<file path="config.mk">
export PLATFORM = sky130hd
export DESIGN_NAME = dtr_xfer_unit
export DESIGN_NICKNAME = d
export VERILOG_FILES = /design/src/rtl/dtr_pkg.sv /design/src/rtl/dtr_rst_sync.sv /design/src/rtl/dtr_seq.sv /design/src/rtl/dtr_load_asm.sv /design/src/rtl/dtr_regfile.sv /design/src/rtl/dtr_store_mux.sv /design/src/rtl/dtr_xfer_unit.sv
export SDC_FILE = /design/constraint.sdc
export NUM_CORES = 1
export LEC_CHECK = 0
export BUFFER_PORTS_ARGS = -buffer_cell sky130_fd_sc_hd__buf_4
export CORE_UTILIZATION = 45
export CTS_BUF_LIST = sky130_fd_sc_hd__clkbuf_8
export DETAILED_ROUTE_END_ITERATION = 7
export GPL_TIMING_DRIVEN = 0
export PLACE_DENSITY = 0.67
export SETUP_SLACK_MARGIN = 0.1
export SLEW_MARGIN = 30
export SYNTH_ARGS = -nofsm -noshare
export SYNTH_HDL_FRONTEND = slang
export SYNTH_SLANG_ARGS = --single-unit
</file>
<file path="constraint.sdc">
create_clock -name clk -period 4.2 [get_ports clk]
set_input_delay 0.21 -clock clk [delete_from_list [all_inputs] [get_ports clk]]
set_output_delay 0.21 -clock clk [all_outputs]
set_load 0.005 [all_outputs]
</file>
<file path="src/rtl/dtr_pkg.sv">
package dtr_pkg;
  localparam int BASE_W           = 32;
  localparam int LIM_W            = 16;
  localparam int BYTE_W           = 8;
  localparam int NUM_TBL          = 2;
  localparam int LIM_BYTES        = LIM_W / BYTE_W;
  localparam int BASE_BYTES       = BASE_W / BYTE_W;
  localparam int IMG_BYTES        = LIM_BYTES + BASE_BYTES;
  localparam int IMG_BITS         = IMG_BYTES * BYTE_W;
  localparam int SHORT_BASE_BYTES = 3;
  localparam int SHORT_IMG_BYTES  = LIM_BYTES + SHORT_BASE_BYTES;
  localparam int CNT_W            = $clog2(IMG_BYTES);
  localparam int SEL_W            = (NUM_TBL > 1) ? $clog2(NUM_TBL) : 1;

  // packed so that the flat vector equals the little-endian memory image
  typedef struct packed {
    logic [BASE_W-1:0] base;
    logic [LIM_W-1:0]  limit;
  } dtr_t;

  typedef struct packed {
    logic             store;
    logic [SEL_W-1:0] sel;
    logic             op32;
    logic             legacy;
  } ctl_t;
endpackage

</file>
<file path="src/rtl/dtr_rst_sync.sv">
module dtr_rst_sync (
  input  logic clk,
  input  logic rst_n,
  output logic rst_n_s
);
  logic [1:0] sync_q;

  always_ff @(posedge clk or negedge rst_n) begin
    if (!rst_n) sync_q <= 2'b00;
    else        sync_q <= {sync_q[0], 1'b1};
  end

  assign rst_n_s = sync_q[1];
endmodule

</file>
<file path="src/rtl/dtr_seq.sv">
module dtr_seq
  import dtr_pkg::*;
(
  input  logic             clk,
  input  logic             rst_n,
  input  logic             start_i,
  input  ctl_t             cmd_i,
  output ctl_t             ctl_o,
  output logic [CNT_W-1:0] cnt_o,
  output logic             busy_o,
  output logic             last_o,
  output logic             done_o
);
  localparam logic [CNT_W-1:0] LAST_LONG  = CNT_W'(IMG_BYTES - 1);
  localparam logic [CNT_W-1:0] LAST_SHORT = CNT_W'(SHORT_IMG_BYTES - 1);

  ctl_t             ctl_q, ctl_d;
  logic [CNT_W-1:0] cnt_q, cnt_d;
  logic             busy_q, busy_d;
  logic             done_q, done_d;
  logic [CNT_W-1:0] last_idx;
  logic             last;
  logic             accept;

  assign last_idx = (!ctl_q.store && !ctl_q.op32) ? LAST_SHORT : LAST_LONG;
  assign last     = busy_q && (cnt_q == last_idx);
  assign accept   = start_i && !busy_q;

  always_comb begin
    ctl_d  = ctl_q;
    cnt_d  = cnt_q;
    busy_d = busy_q;
    done_d = 1'b0;
    if (accept) begin
      ctl_d  = cmd_i;
      cnt_d  = '0;
      busy_d = 1'b1;
    end else if (last) begin
      cnt_d  = '0;
      busy_d = 1'b0;
      done_d = 1'b1;
    end else if (busy_q) begin
      cnt_d  = cnt_q + CNT_W'(1);
    end
  end

  always_ff @(posedge clk or negedge rst_n) begin
    if (!rst_n) begin
      ctl_q  <= '0;
      cnt_q  <= '0;
      busy_q <= 1'b0;
      done_q <= 1'b0;
    end else begin
      ctl_q  <= ctl_d;
      cnt_q  <= cnt_d;
      busy_q <= busy_d;
      done_q <= done_d;
    end
  end

  assign ctl_o  = ctl_q;
  assign cnt_o  = cnt_q;
  assign busy_o = busy_q;
  assign last_o = last;
  assign done_o = done_q;

  // offsets step by one while a transfer runs
  a_r2_offset_step: assert property (@(posedge clk) disable iff (!rst_n)
    (busy_q && !last) |=> (busy_q && cnt_q == $past(cnt_q) + CNT_W'(1)));

  // a short load never reaches the sixth byte
  a_r2_short_stop: assert property (@(posedge clk) disable iff (!rst_n)
    (busy_q && !ctl_q.store && !ctl_q.op32) |-> (cnt_q <= LAST_SHORT));

  // done follows the last byte, with busy already low
  a_r8_done_after_last: assert property (@(posedge clk) disable iff (!rst_n)
    last |=> (done_q && !busy_q));

  // done lasts one cycle
  a_r8_done_single: assert property (@(posedge clk) disable iff (!rst_n)
    done_q |=> !done_q);

  // the latched command holds while busy
  a_r9_ignore_start: assert property (@(posedge clk) disable iff (!rst_n)
    (busy_q && !last) |=> $stable(ctl_q));
endmodule

</file>
<file path="src/rtl/dtr_load_asm.sv">
module dtr_load_asm
  import dtr_pkg::*;
(
  input  logic              clk,
  input  logic              rst_n,
  input  logic              cap_en_i,
  input  logic [CNT_W-1:0]  cnt_i,
  input  logic [BYTE_W-1:0] rd_data_i,
  input  logic              op32_i,
  output dtr_t              img_o
);
  logic [IMG_BITS-1:0] shadow_q, shadow_d;
  logic [IMG_BITS-1:0] merged;

  always_comb begin
    shadow_d = shadow_q;
    if (cap_en_i) shadow_d[cnt_i*BYTE_W +: BYTE_W] = rd_data_i;
  end

  always_ff @(posedge clk or negedge rst_n) begin
    if (!rst_n) shadow_q <= '0;
    else        shadow_q <= shadow_d;
  end

  // image as it will be on commit: captured bytes plus the byte on the bus now
  always_comb begin
    merged = shadow_d;
    for (int i = SHORT_IMG_BYTES; i < IMG_BYTES; i++) begin
      if (!op32_i) merged[i*BYTE_W +: BYTE_W] = '0;
    end
  end

  assign img_o = dtr_t'(merged);
endmodule

</file>
<file path="src/rtl/dtr_regfile.sv">
module dtr_regfile
  import dtr_pkg::*;
(
  input  logic             clk,
  input  logic             rst_n,
  input  logic             commit_i,
  input  logic [SEL_W-1:0] wsel_i,
  input  dtr_t             wdata_i,
  input  logic [SEL_W-1:0] rsel_i,
  output dtr_t             rdata_o,
  output dtr_t             tbl_o [NUM_TBL]
);
  dtr_t tbl_q [NUM_TBL];

  for (genvar g = 0; g < NUM_TBL; g++) begin : g_tbl
    logic wen;
    assign wen = commit_i && (wsel_i == SEL_W'(g));

    always_ff @(posedge clk or negedge rst_n) begin
      if (!rst_n) begin
        tbl_q[g].base  <= '0;
        tbl_q[g].limit <= '1;
      end else if (wen) begin
        tbl_q[g] <= wdata_i;
      end
    end

    assign tbl_o[g] = tbl_q[g];

    // the unselected register keeps its value across a commit
    a_r10_other_kept: assert property (@(posedge clk) disable iff (!rst_n)
      (commit_i && wsel_i != SEL_W'(g)) |=> $stable(tbl_q[g]));

    // no change without a commit
    a_r7_hold: assert property (@(posedge clk) disable iff (!rst_n)
      !commit_i |=> $stable(tbl_q[g]));
  end

  assign rdata_o = tbl_q[rsel_i];
endmodule

</file>
<file path="src/rtl/dtr_store_mux.sv">
module dtr_store_mux
  import dtr_pkg::*;
(
  input  dtr_t              src_i,
  input  logic              legacy_i,
  input  logic [CNT_W-1:0]  cnt_i,
  output logic [BYTE_W-1:0] wr_data_o
);
  logic [IMG_BITS-1:0] img;

  always_comb begin
    img = src_i;
    if (legacy_i) img[IMG_BITS-1 -: BYTE_W] = '1;
  end

  assign wr_data_o = img[cnt_i*BYTE_W +: BYTE_W];
endmodule

</file>
<file path="src/rtl/dtr_xfer_unit.sv">
module dtr_xfer_unit
  import dtr_pkg::*;
(
  input  logic        clk,
  input  logic        rst_n,
  input  logic        start_i,
  input  logic        store_i,
  input  logic        sel_i,
  input  logic        op32_i,
  input  logic        legacy_i,
  input  logic [7:0]  rd_data_i,
  output logic [2:0]  offs_o,
  output logic [7:0]  wr_data_o,
  output logic        wr_en_o,
  output logic        busy_o,
  output logic        done_o,
  output logic [31:0] gt_base_o,
  output logic [15:0] gt_limit_o,
  output logic [31:0] it_base_o,
  output logic [15:0] it_limit_o
);
  logic             rst_n_s;
  ctl_t             cmd, ctl;
  logic [CNT_W-1:0] cnt;
  logic             busy, last, done;
  dtr_t             load_img, rd_tbl;
  dtr_t             tbl [NUM_TBL];

  assign cmd = '{store: store_i, sel: SEL_W'(sel_i), op32: op32_i, legacy: legacy_i};

  dtr_rst_sync u_rst (.clk(clk), .rst_n(rst_n), .rst_n_s(rst_n_s));

  dtr_seq u_seq (
    .clk(clk), .rst_n(rst_n_s), .start_i(start_i), .cmd_i(cmd),
    .ctl_o(ctl), .cnt_o(cnt), .busy_o(busy), .last_o(last), .done_o(done)
  );

  dtr_load_asm u_asm (
    .clk(clk), .rst_n(rst_n_s), .cap_en_i(busy && !ctl.store), .cnt_i(cnt),
    .rd_data_i(rd_data_i), .op32_i(ctl.op32), .img_o(load_img)
  );

  dtr_regfile u_rf (
    .clk(clk), .rst_n(rst_n_s), .commit_i(last && !ctl.store), .wsel_i(ctl.sel),
    .wdata_i(load_img), .rsel_i(ctl.sel), .rdata_o(rd_tbl), .tbl_o(tbl)
  );

  dtr_store_mux u_mux (
    .src_i(rd_tbl), .legacy_i(ctl.legacy), .cnt_i(cnt), .wr_data_o(wr_data_o)
  );

  assign offs_o     = 3'(cnt);
  assign wr_en_o    = busy && ctl.store;
  assign busy_o     = busy;
  assign done_o     = done;
  assign gt_base_o  = tbl[0].base;
  assign gt_limit_o = tbl[0].limit;
  assign it_base_o  = tbl[1].base;
  assign it_limit_o = tbl[1].limit;

  // writes only happen during a transfer
  a_r11_wr_in_busy: assert property (@(posedge clk) disable iff (!rst_n_s)
    wr_en_o |-> busy_o);

  // done and busy never overlap
  a_r8_done_idle: assert property (@(posedge clk) disable iff (!rst_n_s)
    done_o |-> !busy_o);

  // idle after reset release
  a_r1_reset_idle: assert property (@(posedge clk) disable iff (!rst_n_s)
    $rose(rst_n_s) |-> (!busy_o && !done_o));
endmodule

</file>
==> metrics.yaml <==
irDropWorstVdd_uv: 364
use_met3_pct: 6.23
grt_max_degree: 52
syn_inst: 608
ys_seq_elements: 155
syn_nets: 627
grt_setup_unrepaired: "false"
io_buffers: 124
synth-edff-count: 0
ys_warn_count: 0
swShare_pct: 38.5
fmax_ghz: 0.275
slowest_delay_ns: 0.54
cpMostUsedCell: "ha_1"
pwr-share-comb_pct: 45.7
clock-sinks: 155
dp_hpwl_um: 14300
wire_per_inst_um: 20.6
cts.path.max_buffers: 2
drt_iter0_drc: 379
grt_use_total_pct: 26.1
synth_flop_cell: "dfrtp_1"
critPathSlowestCell: "mux2i_1"
grtUsageMet1_pct: 34.9
synthArstFlopShare_pct: 100
gr-total-overflow: 0
die_h_um: 125
cp-end-kind: "flop"
dp.cells: 919
final_core_util_pct: 58.1
reg2reg_depth: 9
netlist_top_cells_area: "dfrtp_1 (45%), dfstp_2 (12%), mux2i_1 (9.6%)"
drive_gt1_share_pct: 28.5
tightestPinTransition_ns: 0.766
finalSetupTns_ns: 0
setup_viol: 0
synth_top_family_by_area: "multiplexers"
p_int_uw: 4570
crit_fanout: 10
ys_seq_area_share_pct: 57.9
worstPathArrival_ns: 3.96
regArea_um2: 3920
p_leak_uw: 0.00448
synth-simple-area-share_pct: 10.6
ios: 125
start_kind: "flop"
clock_skew_ns: 0.00967
area_growth_pct: 25.2
hold_class: "in2reg"
max_slew_margin_pct: 48.9
path_cells: "buf_4 -> clkinv_1 -> clkbuf_1 -> ha_1 -> ha_1 -> nor2b_1 -> nand3_1 -> mux2i_1 -> o21ai_0"
grt_use_met2_pct: 40.9
r2r-end: "u_rf.tbl_o[87]"
clkPwrFrac_pct: 15.5
rows: 44
initial_core_util_pct: 46.4
clk_latency_ns: 0.47
synth.distinct_cells: 33
synthMuxAreaShare_pct: 15.4
fillers: 1245
cts_tree: "yes"
post_synth.cell_area_avg_um2: 11.1
cpLargestDelayFamily: "buffers and inverters"
cts_setup_buffers: 0
synth-xor-area-share_pct: 0
min-delay-start: "rd_data_i[1]"
fin_cells: 957
post-route-min-period_ns: 3.63
cts_max_level: 4
drv_slew: 0
critPathKind: "reg2reg"
yosysMostFrequentCell: "dfrtp_1"
antenna_found_initial: 0
ctsResizeCount: 0
via_per_inst: 5.54
cap_violations: 0
rrSetupSlack_ns: 0.57
hold_end: "u_asm.shadow_q[1]"
timing.rr.start: "u_seq.cnt_o[0]"
synthAdderAreaFrac_pct: 0.740
finalCritPeriodShare_pct: 86.5
required_ns: 4.52
synth_largest_area_cell: "dfrtp_1"
fin_nets: 779
critPathBufInv: 3
status: "finished clean"
num_antenna_cells: 0
hold_depth: 3
ys_top_cells_by_count: "dfrtp_1 (123), nand2_1 (114), mux2i_1 (65)"
cts.clk_slew.worst_paths_ns: 0.08
totalWireLength_um: 19700
grt_pass1_wl_um: 30100
grt_pass1_vias: 5340
hold_viol: 0
powerDensity_nw_per_um2: 877
cts_hold_buf: 6
multi_input_area_um2: 2490
top_usage_layer: "met2"
drc: 0
die_w_um: 125
via_count: 5301
p_seq_share_pct: 38.9
power.switching_uw: 2860
cts_buffers: 17
place.gp.congestion: 0.886
ant_nets: 0
die_area_um2: 15500
cts_root_buf: "clkbuf_8"
synth_compound_area_share_pct: 9.99
netlist_area_um2: 6770
yosysTopAreaCellShare_pct: 45.5
core_area_um2: 14600
first_pass_iters: 6
-- flip-flops by register name, indices dropped and copies added, names as in the netlist --
| name | flops |
|---|---|
| u_rf.tbl_o | 96 |
| u_asm.shadow_q | 48 |
| u_seq.ctl_o | 4 |
| u_seq.cnt_o | 3 |
| u_rst.sync_q | 2 |
| u_seq.busy_o | 1 |
| u_seq.done_o | 1 |
-- cell usage in the layout (no fill, tap or decap), types with 16 or more instances in the layout --
master and n:
dfstp_2 32, buf_4 126, clkbuf_8 19, mux2i_1 65
o21ai_1 40, nand2_1 114, inv_1 56, mux4_2 16
clkbuf_1 18, o21ai_0 59, dfrtp_1 122
-- power by group through the flow --
stage | clock network, µW | registers [µW] | logic [µW]
global route | 1220 | 2960 | 3690
global placement | 0 | 2880 | 3250
finish | 1150 | 2890 | 3390
CTS | 1160 | 2880 | 3390
floorplan | 0 | 2790 | 1760
detailed placement | 0 | 2900 | 3370
-- logic make-up after synthesis --
| logic type | count (synthesis) |
|---|---|
| and+or+nand+nor | 161 |
| adders and majority gates | 4 |
| DFF | 155 |
| AOI/OAI and AO/OA | 120 |
| buffers and inverters | 83 |
| other | 1 |
| muxes | 84 |
-- worst max-delay path by stage --
stage                         from             end  slack [ns]  cells after the start
floorplan           u_seq.cnt_o[0]  u_rf.tbl_o[10]        1.57                      9
CTS                 u_seq.cnt_o[0]  u_rf.tbl_o[39]        0.65                      9
global route        u_seq.cnt_o[0]  u_rf.tbl_o[39]        0.45                      9
finish              u_seq.cnt_o[0]  u_rf.tbl_o[87]        0.57                      9
detailed placement  u_seq.cnt_o[0]   u_rf.tbl_o[8]        0.68                      9
global placement    u_seq.cnt_o[0]   u_rf.tbl_o[8]        0.82                      9
-- cell type report --
type,instances,share of cell area (%)
Buffer,31,1.92
Clock inverter,13,1.64
Multi-Input combinational cell,370,29.4
Timing Repair Buffer,133,12.7
Tap cell,184,2.72
Sequential cell,155,46.3
Clock buffer,19,3.09
Inverter,52,2.30
-- worst reg2reg max path, cell delays in order, from the launching register on --
cell	delay, ns
dfrtp_1	0.44
buf_4	0.23
clkinv_1	0.27
clkbuf_1	0.36
ha_1	0.32
ha_1	0.33
nor2b_1	0.33
nand3_1	0.52
mux2i_1	0.54
o21ai_0	0.16
-- stage by stage --
stage / cell area, µm² / power (µW) / hold slack [ns] / worst slack [ns]
global route: 8470 / 7870 / 0.0231 / 0.446
floorplan: 6770 / 4550 / -0.0856 / 1.57
CTS: 8470 / 7430 / 0.00570 / 0.650
finish: 8470 / 7430 / 0.0327 / 0.566
global placement: 7930 / 6140 / -0.00792 / 0.825
detailed placement: 8010 / 6270 / -0.00627 / 0.676
-- layer usage --
layer | part of all wire (%) | wire, µm
met5 | 0 | 0
met4 | 2.8 | 555
met3 | 7.0 | 1380
met2 | 48 | 9440
met1 | 42 | 8350
Power figures use the tool's default switching activity.
